File: src/rtl/hs_parport_pkg.sv
package hs_parport_pkg;
  typedef enum logic [1:0] {
    CAP_OFF  = 2'b00,
    CAP_RISE = 2'b01,
    CAP_FALL = 2'b10,
    CAP_GATE = 2'b11
  } cap_mode_e;
endpackage

File: src/rtl/hs_sync.sv
module hs_sync #(
  parameter int W      = 1,
  parameter int STAGES = 2
) (
  input  logic         clk,
  input  logic         rst,
  input  logic [W-1:0] d,
  output logic [W-1:0] q
);
  logic [W-1:0] st [STAGES];

  always_ff @(posedge clk) begin
    if (rst) st[0] <= '0;
    else     st[0] <= d;
  end

  for (genvar i = 1; i < STAGES; i++) begin : g_stage
    always_ff @(posedge clk) begin
      if (rst) st[i] <= '0;
      else     st[i] <= st[i-1];
    end
  end

  assign q = st[STAGES-1];
endmodule

File: src/rtl/hs_out_chan.sv
module hs_out_chan #(
  parameter int DATA_W = 8
) (
  input  logic              clk,
  input  logic              rst,
  input  logic              wr,
  input  logic [DATA_W-1:0] wdata,
  input  logic              clr_s,
  output logic [DATA_W-1:0] pd,
  output logic              stb,
  output logic              ready
);
  logic clr_d;
  logic clr_rise;

  assign clr_rise = clr_s & ~clr_d;

  always_ff @(posedge clk) begin
    if (rst) begin
      clr_d <= 1'b0;
      pd    <= '0;
      stb   <= 1'b0;
      ready <= 1'b0;
    end else begin
      clr_d <= clr_s;
      stb   <= wr;
      if (wr) begin
        pd    <= wdata;
        ready <= 1'b1;
      end else if (clr_rise) begin
        ready <= 1'b0;
      end
    end
  end
endmodule

File: src/rtl/hs_in_chan.sv
module hs_in_chan
  import hs_parport_pkg::*;
#(
  parameter int DATA_W = 8
) (
  input  logic              clk,
  input  logic              rst,
  input  logic [1:0]        mode,
  input  logic              stb_s,
  input  logic [DATA_W-1:0] din_s,
  input  logic              rd,
  output logic [DATA_W-1:0] data,
  output logic              ready,
  output logic              ack
);
  cap_mode_e m;
  logic stb_d, rise, fall;
  logic evt, load;

  assign m    = cap_mode_e'(mode);
  assign rise = stb_s & ~stb_d;
  assign fall = ~stb_s & stb_d;

  always_comb begin
    evt  = 1'b0;
    load = 1'b0;
    case (m)
      CAP_RISE: begin evt = rise; load = rise;  end
      CAP_FALL: begin evt = fall; load = fall;  end
      CAP_GATE: begin evt = fall; load = stb_s; end
      default:  begin evt = 1'b0; load = 1'b0;  end
    endcase
  end

  always_ff @(posedge clk) begin
    if (rst) begin
      stb_d <= 1'b0;
      data  <= '0;
      ready <= 1'b0;
      ack   <= 1'b0;
    end else begin
      stb_d <= stb_s;
      ack   <= evt;
      if (load) data <= din_s;
      if (evt)     ready <= 1'b1;
      else if (rd) ready <= 1'b0;
    end
  end
endmodule

File: src/rtl/hs_parport.sv
module hs_parport #(
  parameter int DATA_W      = 8,
  parameter int SYNC_STAGES = 2
) (
  input  logic              clk,
  input  logic              rst,
  input  logic              cpu_wr_out,
  input  logic [DATA_W-1:0] cpu_wdata,
  input  logic              cpu_rd_in,
  input  logic [1:0]        cap_mode,
  input  logic              ext_clr,
  input  logic              ext_stb,
  input  logic [DATA_W-1:0] ext_din,
  output logic [DATA_W-1:0] pd_out,
  output logic              out_stb,
  output logic              out_ready,
  output logic [DATA_W-1:0] in_data,
  output logic              in_ready,
  output logic              in_ack
);
  localparam int SW = DATA_W + 2;

  logic [SW-1:0]     sync_q;
  logic [DATA_W-1:0] din_s;
  logic              stb_s, clr_s;

  hs_sync #(.W(SW), .STAGES(SYNC_STAGES)) u_sync (
    .clk (clk),
    .rst (rst),
    .d   ({ext_din, ext_stb, ext_clr}),
    .q   (sync_q)
  );

  assign din_s = sync_q[SW-1:2];
  assign stb_s = sync_q[1];
  assign clr_s = sync_q[0];

  hs_out_chan #(.DATA_W(DATA_W)) u_out (
    .clk   (clk),
    .rst   (rst),
    .wr    (cpu_wr_out),
    .wdata (cpu_wdata),
    .clr_s (clr_s),
    .pd    (pd_out),
    .stb   (out_stb),
    .ready (out_ready)
  );

  hs_in_chan #(.DATA_W(DATA_W)) u_in (
    .clk   (clk),
    .rst   (rst),
    .mode  (cap_mode),
    .stb_s (stb_s),
    .din_s (din_s),
    .rd    (cpu_rd_in),
    .data  (in_data),
    .ready (in_ready),
    .ack   (in_ack)
  );
endmodule

File: config.mk
export PLATFORM = sky130hd
export DESIGN_NAME = hs_parport
export DESIGN_NICKNAME = d
export VERILOG_FILES = /design/src/rtl/hs_parport_pkg.sv /design/src/rtl/hs_sync.sv /design/src/rtl/hs_out_chan.sv /design/src/rtl/hs_in_chan.sv /design/src/rtl/hs_parport.sv
export SDC_FILE = /design/constraint.sdc
export NUM_CORES = 1
export LEC_CHECK = 0
export BUFFER_PORTS_ARGS = -buffer_cell sky130_fd_sc_hd__buf_2
export CORE_UTILIZATION = 35
export DETAILED_ROUTE_END_ITERATION = 6
export HOLD_SLACK_MARGIN = 0.05
export PLACE_DENSITY_LB_ADDON = 0.2
export SKIP_CTS_REPAIR_TIMING = 1
export SYNTH_ARGS = -nofsm -noshare
export SYNTH_HDL_FRONTEND = slang
export SYNTH_SLANG_ARGS = --single-unit
File: constraint.sdc
create_clock -name clk -period 1.3 [get_ports clk]
set_input_delay 0.26 -clock clk [delete_from_list [all_inputs] [get_ports clk]]
set_output_delay 0.26 -clock clk [all_outputs]
set_load 0.02 [all_outputs]
==> flow_metrics.tcl <==
set metrics [dict create \
    outcome "completed" \
    syn-instance-count 123 \
    endpoint_kind "register" \
    die_w_um 65.1 \
    place_area_sq_um 1650 \
    drv_cap 0 \
    worstRegToRegCells 3 \
    grt_max_degree 32 \
    drive_gt1_share_pct 32.5 \
    clkLatencyLatePin_ps 290 \
    cts_sinks 42 \
    r2r_slack_ps 200 \
    finalSetupTns_ps 0 \
    io_pins 44 \
    post-route-period-util_pct 84.4 \
    area_delta_synth_final_pct 24.9 \
    drcViolationCount 0 \
    syn-cell-area_sq_um 1390 \
    switching_share_pct 22.8 \
    synth.yosys.warnings 0 \
    combPwrFrac_pct 7.9 \
    rsz0062_at_grt "no" \
    htreeDepth 2 \
    fin_crit_ps 1100 \
    grt_pass1_vias 870 \
    r2r_start "u_in.stb_d$_SDFF_PP0_" \
    holdPathEnd "u_sync.st[0][9]$_SDFF_PP0_" \
    ant_nets 0 \
    path_class "register to register" \
    syn_area_per_cell_sq_um 11.3 \
    synth_nets 147 \
    layout.nets 192 \
    pwr-share-seq_pct 58.0 \
    core_area_sq_um 3740 \
    rows 22 \
    setup_viol 0 \
    via_per_inst 4.09 \
    ys_types 14 \
    cpPeakStageDelay_ps 380 \
    numCtsBuffers 5 \
    hold_depth 2 \
    clock_path_buffers 2 \
    cts_tree "yes" \
    max_slew_margin_pct 71.0 \
    fin_area_sq_um 1740 \
    crit_required_ps 1520 \
    io_buffers 43 \
    crit_family "flip-flops" \
    wl_per_cell_um 9.20 \
    hold_start "ext_din[7]" \
    pwr-share-clk_pct 34.2 \
    crit_slowest_cell "dfxtp_1" \
    synth_seq_area_share_pct 60.4 \
    grt_pass1_wl_um 3480 \
    crit_fanout 8 \
    cts_root_buffer "clkbuf_8" \
    hold_slack_ps 177 \
    final_cells 217 \
    cp.arrival_ps 1310 \
    ir_worst_vdd_uv 734 \
    tightest_slew_ps 435 \
    cp-start-kind "register" \
    switching_power_uw 532 \
    drt_iter0_markers 29 \
    finalClockSkew_ps 8.01 \
    vias 887 \
    antenna_found_initial 0 \
    diodes 0 \
    wirelength_um 2000 \
    die_h_um 65.1 \
    crit_chain "nor2b_1, o22a_2, mux2i_1" \
    hp-class "input port to register" \
    gr-total-overflow 0 \
    cp_num_buf_inv 0 \
    dp.cells 209 \
    dr.pass1.iters 3 \
    grt_usage_pct 11.4 \
    r2r-end "u_in.data[0]$_SDFFE_PP0P_" \
    max_freq_mhz 911 \
    intPower_mw 1.81 \
    p_leak_nw 0.845 \
    finalMaxSlewViolations 0 \
    power_density_nw_per_um2 1350 \
    initial_core_util_pct 37.2 \
    dp_hpwl_um 1470 \
    dieArea_sq_um 4230 \
    gp_congestion 0.617 \
    hold_viol_final 0 \
    clk_pin_slew_worst_paths_ps 80 \
    ys_ff_latch 42 \
]
## power by group through the flow
stage,clock (mW),sequential [mW],combinational [mW]
6_report,0.799,1.36,0.184
5_1_grt,0.895,1.36,0.205
4_1_cts,0.839,1.36,0.187
3_5_place_dp,0,1.39,0.187
3_3_place_gp,0,1.38,0.183
2_1_floorplan,0,1.41,0.0913
## routing by layer
metal / track usage (%) / wire [um] / vias up
met5: 0 / 0 / -
met4: 5.71 / 18 / 0
met1: 12.1 / 936 / 376
li1: - / - / 477
met3: 7.04 / 170 / 2
met2: 17.4 / 871 / 32
## cells by family (layout without fill, tap and decap cells)
group / count (synthesis) / count (layout) / synth area share (%)
muxes: 16 / 16 / 11.5
and+or+nand+nor: 54 / 54 / 23.7
DFF: 42 / 42 / 60.4
AOI/OAI and AO/OA: 4 / 4 / 1.89
buffers and inverters: 7 / 53 / 2.52
## layout make-up
type	instances	area, sq um
clock buffers	5	68.8
clock inverters	3	21.3
fillers	379	2010
multi-input cells	74	517
flip-flops and latches	42	841
well taps	48	60.1
repair buffers	45	230
## cells in the final DEF, fill, tap and decap left out
master and n:
mux2i_1 16, clkbuf_8 5, clkinv_2 1, buf_2 43
nand2_1 1, nand3b_4 1, a21o_1 1, dfxtp_1 42
nand4bb_1 1, clkinvlp_4 1, a21oi_1 2, nor2b_1 24
buf_4 2, clkinv_4 1, nand2b_1 17, nor2_1 10
o22a_2 1
## how the worst max path moves through the flow
stage / depth (start not counted) / slack, ps / start / end
6_report: 3 / 200 / u_in.stb_d$_SDFF_PP0_ / u_in.data[0]$_SDFFE_PP0P_
5_1_grt: 3 / 100 / u_in.stb_d$_SDFF_PP0_ / u_in.data[5]$_SDFFE_PP0P_
4_1_cts: 3 / 30 / u_in.stb_d$_SDFF_PP0_ / u_in.data[0]$_SDFFE_PP0P_
3_5_place_dp: 3 / 60 / u_in.stb_d$_SDFF_PP0_ / u_in.data[0]$_SDFFE_PP0P_
3_3_place_gp: 3 / 120 / u_in.stb_d$_SDFF_PP0_ / u_in.data[6]$_SDFFE_PP0P_
2_1_floorplan: 4 / 290 / u_sync.st[1][1]$_SDFF_PP0_ / u_in.data[0]$_SDFFE_PP0P_
## stage by stage
stage / power (mW) / utilization [%] / setup WS (ps)
finish: 2.34 / 46.4 / 202
detailed placement: 1.57 / 44.0 / 62.7
floorplan: 1.50 / - / 289
global route: 2.46 / 46.4 / 95.4
global placement: 1.57 / 44.0 / 117
CTS: 2.38 / 46.4 / 33.6
## cells in the mapped netlist
cell | instances | share of area (%)
a21oi_1 | 2 | 0.72
clkbuf_1 | 5 | 1.3
a21o_1 | 1 | 0.54
nand2b_1 | 17 | 7.6
o22a_1 | 1 | 0.63
nor2_1 | 10 | 2.7
nand4bb_1 | 1 | 0.81
dfxtp_1 | 42 | 60
nor2b_1 | 24 | 11
nand2_1 | 1 | 0.27
buf_6 | 1 | 0.81
nand3b_4 | 1 | 1.4
mux2i_1 | 16 | 12
buf_2 | 1 | 0.36
## state kept, by name, indices dropped and copies added (netlist names)
| signal | flops |
|---|---|
| u_in.ready | 1 |
| u_out.pd | 8 |
| u_out.ready | 1 |
| u_in.ack | 1 |
| u_in.stb_d | 1 |
| u_out.clr_d | 1 |
| u_sync.st | 20 |
| u_in.data | 8 |
| u_out.stb | 1 |
(Power assumes the default switching activity.)
